$ cat src/rtl/hbus_pkg.sv
package hbus_pkg;

  typedef enum logic [1:0] {
    HB_INTEL = 2'd0,
    HB_MOTO  = 2'd1,
    HB_MUX   = 2'd2
  } hb_mode_e;

  // Bus style from lock state and the synchronized latch-pin level.
  function automatic hb_mode_e mode_pick(input logic locked, input logic lvl);
    if (locked) return HB_MUX;
    return lvl ? HB_MOTO : HB_INTEL;
  endfunction

  // Read qualifier: ctl_a is wr_n (Intel) or direction (Motorola),
  // ctl_b is rd_n (Intel) or data strobe (Motorola).
  function automatic logic rd_qual(input hb_mode_e m, input logic ctl_a,
                                   input logic ctl_b);
    if (m == HB_MOTO) return ~ctl_b & ctl_a;
    return ~ctl_b;
  endfunction

  // Write completion: deasserting edge of the relevant strobe.
  function automatic logic wr_done(input hb_mode_e m,
                                   input logic a, input logic a_p,
                                   input logic b, input logic b_p);
    if (m == HB_MOTO) return b & ~b_p & ~a;
    return a & ~a_p;
  endfunction

  // Read start: asserting edge of the relevant strobe.
  function automatic logic rd_start(input hb_mode_e m,
                                    input logic a,
                                    input logic b, input logic b_p);
    if (m == HB_MOTO) return ~b & b_p & a;
    return ~b & b_p;
  endfunction

endpackage

$ cat src/rtl/hbus_sync.sv
module hbus_sync #(
  parameter int   W       = 1,
  parameter int   STAGES  = 2,
  parameter logic RST_BIT = 1'b0
) (
  input  logic         clk,
  input  logic         rst_n,
  input  logic [W-1:0] d,
  output logic [W-1:0] q,
  output logic [W-1:0] q_prev
);
  localparam int DEPTH = STAGES + 1;

  logic [DEPTH-1:0][W-1:0] chain;

  always_ff @(posedge clk or negedge rst_n) begin
    if (!rst_n) chain <= {(DEPTH*W){RST_BIT}};
    else        chain <= {chain[DEPTH-2:0], d};
  end

  assign q      = chain[STAGES-1];
  assign q_prev = chain[STAGES];
endmodule

$ cat src/rtl/hbus_mode.sv
module hbus_mode
  import hbus_pkg::*;
#(
  parameter int STAGES = 2
) (
  input  logic     clk,
  input  logic     rst_n,
  input  logic     lvl,
  input  logic     lvl_prev,
  output hb_mode_e mode,
  output logic     edge_seen,
  output logic     fall_seen
);
  localparam int FILL = STAGES + 1;
  localparam int WW   = $clog2(FILL + 1);

  logic [WW-1:0] warm;
  logic          armed;
  logic          locked;

  // Edges are trusted only once the synchronizer chain holds real samples.
  assign armed     = (warm == WW'(FILL));
  assign edge_seen = armed & (lvl ^ lvl_prev);
  assign fall_seen = armed & ~lvl & lvl_prev;

  always_ff @(posedge clk or negedge rst_n) begin
    if (!rst_n) begin
      warm   <= '0;
      locked <= 1'b0;
    end else begin
      if (!armed)    warm   <= warm + 1'b1;
      if (edge_seen) locked <= 1'b1;
    end
  end

  assign mode = mode_pick(locked, lvl);
endmodule

$ cat src/rtl/hbus_access.sv
module hbus_access
  import hbus_pkg::*;
#(
  parameter int AW = 8,
  parameter int DW = 8
) (
  input  logic          clk,
  input  logic          rst_n,
  input  hb_mode_e      mode,
  input  logic          sel_n,
  input  logic          ca,
  input  logic          ca_p,
  input  logic          cb,
  input  logic          cb_p,
  input  logic          ale_fall,
  input  logic [AW-1:0] addr_i,
  input  logic [DW-1:0] data_i,
  output logic          sel_act,
  output logic          wr_evt,
  output logic          rd_evt,
  output logic          oe,
  output logic [AW-1:0] addr_q,
  output logic [DW-1:0] wdata_q,
  output logic          we_q,
  output logic          re_q
);
  logic [AW-1:0] mux_addr;
  logic [AW-1:0] cur_addr;

  assign sel_act  = ~sel_n;
  assign wr_evt   = sel_act & wr_done(mode, ca, ca_p, cb, cb_p);
  assign rd_evt   = sel_act & rd_start(mode, ca, cb, cb_p);
  assign oe       = sel_act & rd_qual(mode, ca, cb);
  assign cur_addr = (mode == HB_MUX) ? mux_addr : addr_i;

  always_ff @(posedge clk or negedge rst_n) begin
    if (!rst_n) begin
      mux_addr <= '0;
      addr_q   <= '0;
      wdata_q  <= '0;
      we_q     <= 1'b0;
      re_q     <= 1'b0;
    end else begin
      if (ale_fall)         mux_addr <= AW'(data_i);
      if (wr_evt | rd_evt)  addr_q   <= cur_addr;
      if (wr_evt)           wdata_q  <= data_i;
      we_q <= wr_evt;
      re_q <= rd_evt;
    end
  end
endmodule

$ cat src/rtl/hbus_if.sv
module hbus_if
  import hbus_pkg::*;
#(
  parameter int AW     = 8,
  parameter int DW     = 8,
  parameter int STAGES = 2
) (
  input  logic          clk,
  input  logic          rst_n,
  input  logic          ale_i,
  input  logic          cs_n_i,
  input  logic          rd_n_i,
  input  logic          wr_n_i,
  input  logic [AW-1:0] addr_i,
  input  logic [DW-1:0] data_i,
  output logic [DW-1:0] data_o,
  output logic          data_oe_o,
  output logic [1:0]    mode_o,
  output logic [AW-1:0] reg_addr_o,
  output logic [DW-1:0] reg_wdata_o,
  output logic          reg_we_o,
  output logic          reg_re_o,
  input  logic [DW-1:0] reg_rdata_i
);
  localparam int CW = 3;

  logic          ale_s, ale_p;
  logic [CW-1:0] ctl_s, ctl_p;
  hb_mode_e      mode;
  logic          ale_edge, ale_fall;
  logic          sel_act, wr_evt, rd_evt;

  hbus_sync #(.W(1), .STAGES(STAGES), .RST_BIT(1'b0)) u_ale_sync (
    .clk(clk), .rst_n(rst_n), .d(ale_i), .q(ale_s), .q_prev(ale_p)
  );

  hbus_sync #(.W(CW), .STAGES(STAGES), .RST_BIT(1'b1)) u_ctl_sync (
    .clk(clk), .rst_n(rst_n), .d({cs_n_i, wr_n_i, rd_n_i}),
    .q(ctl_s), .q_prev(ctl_p)
  );

  hbus_mode #(.STAGES(STAGES)) u_mode (
    .clk(clk), .rst_n(rst_n), .lvl(ale_s), .lvl_prev(ale_p),
    .mode(mode), .edge_seen(ale_edge), .fall_seen(ale_fall)
  );

  hbus_access #(.AW(AW), .DW(DW)) u_acc (
    .clk(clk), .rst_n(rst_n), .mode(mode),
    .sel_n(ctl_s[2]),
    .ca(ctl_s[1]), .ca_p(ctl_p[1]),
    .cb(ctl_s[0]), .cb_p(ctl_p[0]),
    .ale_fall(ale_fall), .addr_i(addr_i), .data_i(data_i),
    .sel_act(sel_act), .wr_evt(wr_evt), .rd_evt(rd_evt),
    .oe(data_oe_o), .addr_q(reg_addr_o), .wdata_q(reg_wdata_o),
    .we_q(reg_we_o), .re_q(reg_re_o)
  );

  logic unused_cs_prev;
  assign unused_cs_prev = ctl_p[2];

  assign mode_o = mode;
  assign data_o = reg_rdata_i;
endmodule

$ cat config.mk
export PLATFORM = sky130hd
export DESIGN_NAME = hbus_if
export DESIGN_NICKNAME = d
export VERILOG_FILES = /design/src/rtl/hbus_pkg.sv /design/src/rtl/hbus_sync.sv /design/src/rtl/hbus_mode.sv /design/src/rtl/hbus_access.sv /design/src/rtl/hbus_if.sv
export SDC_FILE = /design/constraint.sdc
export NUM_CORES = 1
export LEC_CHECK = 0
export BUFFER_PORTS_ARGS = -buffer_cell sky130_fd_sc_hd__buf_4
export CAP_MARGIN = 30
export CORE_UTILIZATION = 40
export DETAILED_ROUTE_END_ITERATION = 10
export PLACE_DENSITY = 0.7
export SETUP_SLACK_MARGIN = 0.05
export SYNTH_ARGS = -nofsm -noshare
export SYNTH_HDL_FRONTEND = slang
export SYNTH_SLANG_ARGS = --single-unit
$ cat constraint.sdc
create_clock -name clk -period 1.65 [get_ports clk]
set_input_delay 0.0825 -clock clk [delete_from_list [all_inputs] [get_ports clk]]
set_output_delay 0.0825 -clock clk [all_outputs]
set_load 0.05 [all_outputs]
==> results of run 1 <==
[flip-flops by register name (all words and copies together) (netlist names), 2 cells and up]
name               cells
u_acc.addr_q           8
u_mode.warm            2
u_ctl_sync.chain       3
u_acc.mux_addr         8
u_ctl_sync.q           3
u_ctl_sync.q_prev      2
u_acc.wdata_q          8
[path summary, 6_finish.rpt]
kind                                      from             endpoint  depth (start not counted)
setup / recovery               u_ctl_sync.q[1]      u_acc.addr_q[3]                          6
hold / removal                       data_i[1]    u_acc.mux_addr[1]                          2
setup reg to reg               u_ctl_sync.q[1]      u_acc.addr_q[3]                          6
hold reg to reg            u_ctl_sync.chain[2]      u_ctl_sync.q[2]                          0
max in group asynchronous                rst_n  u_ctl_sync.chain[2]                          2
min in group asynchronous                rst_n         u_ale_sync.q                          2
[cell usage in the layout, fill, tap and decap left out, drive strengths merged]
master       instances
buf                 53
mux2                33
dfrtp               32
dfstp                8
clkbuf               7
dlygate4sd3          5
inv                  2
nand2b               2
a21oi                2
nor3b                2
or2                  1
nand2                1
nor4b                1
nor3                 1
nand3b               1
xor2                 1
a21o                 1
xnor2                1
ha                   1
clkinv               1
[layout make-up]
cell class	count	area, um2	share of cell area (%)
flip-flops and latches	40	1010	46.2
multi-input cells	48	563	25.7
clock inverters	1	5.00	0.229
repair buffers	58	464	21.2
inverters	2	7.51	0.343
well taps	48	60.1	2.75
clock buffers	7	76.3	3.49
[routing by layer]
layer / vias up / share of wire [%] / GRT usage, % / wire [um]
li1: 444 / - / - / -
met1: 468 / 39 / 17.5 / 1190
met2: 39 / 51 / 25.3 / 1560
met3: 8 / 7.9 / 7.29 / 241
met4: 0 / 1.4 / 6.52 / 43
met5: - / 0 / 0 / 0
[repair_timing]
action	4_1_cts	5_1_grt
hold buffers	5	0
setup endpoints to repair	16	16
pin swaps	1	1
buffers inserted	1	5
gates resized for setup	5	6
hold endpoints to repair	36	0
[synthesized netlist by cell type (all sizes together)]
master / number
mux2: 33
nand3b: 1
dfstp: 8
nor3: 1
ha: 1
nand2: 1
inv: 2
nor3b: 2
a21o: 1
a21oi: 2
nand2b: 2
dfrtp: 32
xnor2: 1
or2: 1
buf: 10
nor4b: 1
xor2: 1
[where the power goes]
group	total, W	switching [W]	internal, W
clock	0.000597	0.000301	0.000296
sequential	0.00121	0.0000785	0.00113
combinational	0.000788	0.000477	0.000311
total	0.00259	0.000856	0.00173
[kinds of logic (layout without fill, tap and decap cells)]
| logic type | count (synthesis) | in the layout | share of synthesized area [%] |
|---|---|---|---|
| flip-flops | 40 | 40 | 63.4 |
| multiplexers | 33 | 33 | 23.3 |
| buffers and inverters | 12 | 68 | 5.41 |
| AND/OR/NAND/NOR | 9 | 9 | 4.23 |
| AO/OA/AOI/OAI | 3 | 3 | 1.80 |
| XOR/XNOR | 2 | 2 | 1.10 |
| adder cells (fa/ha/maj) | 1 | 1 | 0.784 |
[stage by stage]
stage	setup WS [ns]	util [%]	power [W]
after detailed placement	-0.0212	52.0	0.00198
after global placement	0.00139	52.0	0.00196
final	0.00632	58.4	0.00259
after global routing	-0.0222	58.4	0.00272
after floorplan	0.0568	-	0.00176
after CTS	0.0180	56.7	0.00261
==> results.py, run 1 <==
metrics = {
    "placement": {
        "gp_congestion": 0.686,
        "dpl.hpwl_um": 2060,
        "port_buffers": 42,
        "dpl_cell_area_mm2": 0.00195,
        "dp_cells": 186,
    },
    "die": {
        "fp.coreArea_mm2": 0.00374,
        "initial_core_util_pct": 42.6,
        "rows": 22,
        "die_w_um": 65.2,
        "ios": 59,
        "die_h_um": 65.2,
        "die_area_mm2": 0.00424,
    },
    "synth": {
        "synth.avg_cell_area_um2": 16.0,
        "yosys.area.top_type_share_pct": 50.2,
        "yosys.area.top_type": "dfrtp_1",
        "syn_nets": 131,
        "ys_ff_latch": 40,
        "synth_warnings": 0,
        "syn_inst": 100,
        "synth_cell_type_count": 19,
        "synth_area_leaders": "dfrtp_1 (50%), mux2_2 (23%), dfstp_2 (13%), buf_4 (4.2%), a21oi_4 (1.0%)",
        "netlist_area_mm2": 0.00160,
        "ys_seq_area_share_pct": 63.4,
    },
    "critical_path": {
        "startpoint_type": "flip-flop",
        "worstPathRequired_ns": 1.81,
        "crit_buf_inv": 2,
        "rrSetupSlack_ns": 0.006,
        "cpMaxStageDelayCell": "dfstp_2",
        "cp_cell_sequence": "buf_6 -> nor3b_4 -> nor4b_4 -> a21oi_4 -> buf_12 -> mux2_4",
        "crit_path_max_incr_delay_ns": 0.57,
        "cp_top_family": "flip-flops",
        "crit_fanout": 8,
        "end_kind": "flip-flop",
        "arrival_ns": 1.81,
        "path_class": "reg -> reg",
    },
    "timing": {
        "finalSetupTns_ns": 0,
        "fin_crit_sh_pct": 99.6,
        "hold_violations": 0,
        "finalClockSkew_ns": 0.00553,
        "worst_pin_slew_ns": 0.489,
        "max_freq_ghz": 0.608,
        "finalSetupViolCount": 0,
        "rsz0062_at_grt": "true",
        "relSlewSlack_pct": 67.4,
        "drv_slew": 0,
        "period_needed_ns": 1.64,
        "fin_hold_ws_ns": 0.0368,
    },
    "detailed_routing": {
        "ant_nets": 0,
        "wire_per_inst_um": 14.9,
        "remaining_drc_errors": 0,
        "wirelength_um": 3040,
        "dr.pass1.iters": 4,
        "post_drt_via_cell_ratio": 4.70,
        "first_iter_violations": 32,
        "num_vias": 959,
    },
    "global_routing": {
        "grt_pass1_vias": 1008,
        "grt_pass1_wl_um": 4750,
        "track_usage_pct": 15.5,
        "globalRouteOverflowTotal": 0,
        "grt_max_degree": 41,
        "antenna_found_initial": 0,
    },
    "outcome": {
        "status": "complete, no violations",
    },
    "clock_network": {
        "path_clk_slew_ns": 0.07,
        "cts_buffers": 5,
        "root_buffer": "clkbuf_8",
        "cts_tree": "done",
        "cts.sinks": 40,
        "cts-htree-levels": 2,
        "insertion_delay_ns": 0.28,
        "clock_path_buffers": 2,
    },
    "final_layout": {
        "num_antenna_cells": 0,
        "fin_cells": 204,
        "layout-drive-gt1-share_pct": 69.9,
        "design_area_mm2": 0.00219,
        "n_fill_cell": 325,
        "syn2layout_area_growth_pct": 37.1,
        "fin_nets": 186,
    },
    "power": {
        "p_leak_nw": 1.01,
        "peakVddDrop_mv": 0.813,
        "power_density_mw_per_mm2": 1180,
    },
    "hold_path": {
        "hold_path.class": "in -> reg",
    },
    "flow_run": {
        "maxCapViolCount": 0,
    },
}
(Power assumes the default switching activity.)
==> run 2, diff against run 1 <==
- PLACE_DENSITY: 0.7 -> 0.67
- clock period: 1.65 -> 1.81 ns (I/O delays scaled with it)
==> run 2 against run 1 <==
  * Final cell count down 3.9%
  * Via count fell by 5.1%
  * Combinational power shrank 13%
  * Die area unchanged
==> results.py, run 2 (same netlist as run 1, synthesis figures left out) <==
metrics = {
    "outcome": {
        "status": "complete, no violations",
    },
    "timing": {
        "finalSetupViolCount": 0,
        "max_freq_ghz": 0.587,
        "relSlewSlack_pct": 67.3,
        "fin_crit_sh_pct": 94.1,
        "drv_slew": 0,
        "finalSetupTns_ns": 0,
        "finalClockSkew_ns": 0.00390,
        "period_needed_ns": 1.70,
        "worst_pin_slew_ns": 0.491,
        "rsz0062_at_grt": "false",
        "hold_violations": 0,
    },
    "global_routing": {
        "antenna_found_initial": 0,
        "globalRouteOverflowTotal": 0,
        "track_usage_pct": 15.3,
        "grt_max_degree": 41,
        "grt_pass1_vias": 1007,
        "grt_pass1_wl_um": 4670,
    },
    "die": {
        "initial_core_util_pct": 42.6,
        "fp.coreArea_mm2": 0.00374,
        "die_h_um": 65.2,
        "ios": 59,
        "die_w_um": 65.2,
        "die_area_mm2": 0.00424,
        "rows": 22,
    },
    "detailed_routing": {
        "wl_met1_um": 1120,
        "wirelength_um": 2790,
        "post_drt_via_cell_ratio": 4.64,
        "ant_nets": 0,
        "num_vias": 910,
        "wl_met3_um": 155,
        "dr.max_layer_used": "met4",
        "remaining_drc_errors": 0,
        "met2_length_um": 1440,
        "dr.pass1.iters": 2,
        "wire_per_inst_um": 14.3,
        "first_iter_violations": 10,
    },
    "critical_path": {
        "rrSetupSlack_ns": 0.11,
        "worstPathRequired_ns": 1.99,
        "path_class": "reg -> reg",
        "startpoint_type": "flip-flop",
        "arrival_ns": 1.88,
        "r2r-end": "u_acc.addr_q[4]",
        "r2r_cells": 4,
        "crit_fanout": 8,
        "r2r_start": "u_ctl_sync.q[1]",
        "end_kind": "flip-flop",
    },
    "hold_path": {
        "hold_end": "u_acc.wdata_q[7]",
        "hp-start": "data_i[7]",
        "hold_path.class": "in -> reg",
        "holdPathStages": 2,
    },
    "placement": {
        "gp_congestion": 0.717,
        "dp_cells": 183,
        "dpl.hpwl_um": 2040,
        "port_buffers": 42,
    },
    "final_layout": {
        "fin_nets": 178,
        "syn2layout_area_growth_pct": 30.2,
        "num_antenna_cells": 0,
        "final_cell_mix": "buf_4 (45), mux2_2 (33), dfrtp_1 (32)",
        "layout-drive-gt1-share_pct": 66.2,
        "top_regs": "u_acc.addr_q: 8 flops, u_acc.mux_addr: 8 flops, u_acc.wdata_q: 8 flops",
        "final_common_cell": "buf_4",
        "fin_cells": 196,
    },
    "clock_network": {
        "cts-htree-levels": 2,
        "insertion_delay_ns": 0.29,
        "cts_tree": "done",
        "clock_path_buffers": 2,
        "path_clk_slew_ns": 0.07,
        "cts_buffers": 5,
        "cts.sinks": 40,
        "cts_setup_buffers": 0,
        "root_buffer": "clkbuf_8",
    },
    "power": {
        "peakVddDrop_mv": 0.867,
        "power_density_mw_per_mm2": 1190,
        "p_leak_nw": 0.937,
    },
    "flow_run": {
        "maxCapViolCount": 0,
    },
}
[run 2: area by class of cell]
class                           instances  area (um2)
Timing Repair Buffer                   50         388
Multi-Input combinational cell         48         503
Clock buffer                            6        72.6
Sequential cell                        40        1010
Clock inverter                          2        35.0
Fill cell                             327        1670
Tap cell                               48        60.1
Inverter                                2        7.51
[run 2: repair_timing]
action | CTS | global route
endpoints found under the hold margin | 36 | 0
hold buffers | 5 | 0
gates resized for setup | 0 | 1
setup endpoints to repair | 0 | 8
[run 2: critical path: stages (launching register included)]
cell	delay, ns
dfstp_2	0.57
nor3b_1	0.06
or2_2	0.31
a21oi_4	0.28
mux2_2	0.37
[run 2: worst max path at each step]
stage / slack, ns / endpoint / depth (start not counted) / from
2_1_floorplan: 0.08 / data_oe_o / 2 / u_ctl_sync.q[1]
3_3_place_gp: 0.12 / u_acc.addr_q[3] / 4 / u_ctl_sync.q[1]
3_5_place_dp: 0.08 / u_acc.addr_q[4] / 5 / u_mode.locked
4_1_cts: 0.09 / u_acc.addr_q[4] / 5 / u_mode.locked
5_1_grt: 0.05 / u_acc.addr_q[2] / 4 / u_ctl_sync.q[1]
6_report: 0.11 / u_acc.addr_q[4] / 4 / u_ctl_sync.q[1]
[run 2: power breakdown]
part | internal (W) | switching, W
clock | 0.000409 | 0.000282
sequential | 0.00103 | 0.0000718
combinational | 0.000261 | 0.000425
[run 2: metrics by stage]
stage | total power, W | hold slack [ns] | worst slack (ns) | utilization, % | instance area [um2]
after global placement | 0.00179 | 0.0850 | 0.122 | 51.1 | 1910
after floorplan | 0.00160 | -0.205 | 0.0785 | - | 1600
after CTS | 0.00251 | 0.0295 | 0.0897 | 55.3 | 2070
after global routing | 0.00260 | 0.0242 | 0.0511 | 55.5 | 2080
final | 0.00247 | 0.0441 | 0.107 | 55.5 | 2080
after detailed placement | 0.00180 | 0.0926 | 0.0815 | 51.1 | 1910
[run 2: per-layer routing]
metal  vias to the layer above  global-route usage (%)
met5                         -                       0
met4                         0                    8.15
met3                        12                    4.86
met2                        26                    24.5
met1                       447                    18.3
li1                        425                       -
==> run 3, diff against run 2 <==
- CORE_ASPECT_RATIO: not set -> 0.5
==> run 3 against run 2 <==
  * Sequential power hardly changed
  * Critical path depth is 1 higher
  * Fmax is 0.41% higher
  * Non-clock buffer count is 3 higher
  * First-iteration DRC count is 140% higher
  * Critical path type unchanged
  * Combinational power is 2% higher
  * Wire length is 0.86% higher
  * Register-to-register slack hardly changed
  * Clock power is 7.5% lower
  * Sequential cell count stayed put
  * Largest cell class unchanged
  * Die area is 0.37% higher
==> results.py, run 3 (same netlist as run 1, synthesis figures left out) <==
metrics = {
    "outcome": {
        "status": "complete, no violations",
    },
    "hold_path": {
        "holdPathStages": 2,
        "hp-start": "data_i[5]",
        "hold_path.class": "in -> reg",
    },
    "detailed_routing": {
        "num_vias": 929,
        "first_iter_violations": 24,
        "wire_per_inst_um": 14.0,
        "dr.pass1.iters": 3,
        "wirelength_um": 2820,
        "post_drt_via_cell_ratio": 4.60,
        "ant_nets": 0,
        "remaining_drc_errors": 0,
    },
    "timing": {
        "finalSetupTns_ns": 0,
        "finalClockSkew_ns": 0.00566,
        "period_needed_ns": 1.70,
        "max_freq_ghz": 0.590,
        "drv_slew": 0,
        "fin_hold_ws_ns": 0.0339,
        "fin_crit_sh_pct": 93.7,
        "hold_violations": 0,
        "finalSetupViolCount": 0,
        "worst_pin_slew_ns": 0.497,
        "rsz0062_at_grt": "false",
        "relSlewSlack_pct": 66.9,
    },
    "power": {
        "peakVddDrop_mv": 0.500,
        "power_density_mw_per_mm2": 1150,
        "p_leak_nw": 0.967,
    },
    "die": {
        "fp.coreArea_mm2": 0.00362,
        "die_h_um": 46.7,
        "die_w_um": 91.3,
        "die_area_mm2": 0.00426,
        "ios": 59,
        "initial_core_util_pct": 44.0,
        "rows": 15,
    },
    "final_layout": {
        "multiInputGateArea_um2": 514,
        "n_fill_cell": 316,
        "final_cell_mix": "buf_4 (47), mux2_2 (32), dfrtp_1 (32)",
        "num_antenna_cells": 0,
        "layout-drive-gt1-share_pct": 67.5,
        "seqCellArea_mm2": 0.00101,
        "syn2layout_area_growth_pct": 32.9,
        "final_common_cell": "buf_4",
        "utilization_pct": 58.5,
        "fin_cells": 202,
        "fin_nets": 181,
        "top_regs": "u_acc.addr_q: 8 flops, u_acc.mux_addr: 8 flops, u_acc.wdata_q: 8 flops",
        "design_area_mm2": 0.00212,
    },
    "global_routing": {
        "globalRouteOverflowTotal": 0,
        "track_usage_pct": 14.9,
        "grt_pass1_wl_um": 4490,
        "grt_max_degree": 41,
        "grt_pass1_vias": 923,
        "antenna_found_initial": 0,
    },
    "clock_network": {
        "cts.sinks": 40,
        "cts_buffers": 5,
        "path_clk_slew_ns": 0.08,
        "cts-htree-levels": 2,
        "insertion_delay_ns": 0.29,
        "root_buffer": "clkbuf_8",
        "clock_path_buffers": 2,
        "cts_tree": "done",
    },
    "critical_path": {
        "end_kind": "flip-flop",
        "worstSetupStartpoint": "u_ctl_sync.q[1]",
        "path_class": "reg -> reg",
        "arrival_ns": 1.87,
        "startpoint_type": "flip-flop",
        "r2r_cells": 5,
        "crit_fanout": 8,
        "r2r_start": "u_ctl_sync.q[1]",
        "worstPathRequired_ns": 1.99,
    },
    "placement": {
        "port_buffers": 42,
        "dpl_cell_area_mm2": 0.00192,
        "dp_cells": 186,
        "gp_congestion": 0.709,
        "dpl.hpwl_um": 1930,
    },
    "flow_run": {
        "maxCapViolCount": 0,
    },
}
==> run 3: final timing paths <==
check	end	slack (ns)
setup / recovery	u_acc.addr_q[0]	0.11
max in group asynchronous	u_ctl_sync.chain[0]	1.14
setup reg to reg	u_acc.addr_q[0]	0.11
min in group asynchronous	u_acc.wdata_q[4]	0.31
hold reg to reg	u_ctl_sync.q[1]	0.35
hold / removal	u_acc.mux_addr[5]	0.03
==> run 3: repair_timing <==
action                                  4_1_cts  5_1_grt
resized for setup                             0        3
pin swaps                                     1        2
hold buffers                                  5        0
endpoints found under the setup margin        2       16
buffers inserted                              0        3
endpoints found under the hold margin        36        0
==> run 3: cell type report <==
| cell class | count | area share (%) |
|---|---|---|
| multi-input combinational | 48 | 24.3 |
| tap | 51 | 3.01 |
| clock buffer | 8 | 4.72 |
| sequential | 40 | 47.7 |
| inverter | 2 | 0.354 |
| timing repair buffer | 53 | 20.0 |
==> run 3: routing by layer <==
metal  global-route usage (%)  wire (um)  vias up
li1                         -          -      434
met1                     19.3       1290      465
met2                     22.3       1370       25
met3                     5.45        113        5
met4                     8.25         42        0
met5                        0          0        -
==> run 3: worst max-delay path, stage by stage (launching register included) <==
cell	delay, ns
dfstp_2	0.56
nor3b_1	0.05
or2_2	0.32
a21oi_4	0.18
buf_12	0.14
mux2_2	0.33
==> run 3: metrics by stage <==
stage / setup slack [ns] / total power, W
after global routing: 0.0461 / 0.00254
after global placement: 0.117 / 0.00178
after detailed placement: 0.0544 / 0.00179
final: 0.114 / 0.00243
after CTS: 0.0597 / 0.00245
after floorplan: 0.0785 / 0.00160
==> run 3: power breakdown <==
part           switching [W]  internal (W)  total (W)
clock network       0.000292      0.000348   0.000639
registers          0.0000646       0.00103    0.00109
logic               0.000429      0.000271   0.000700
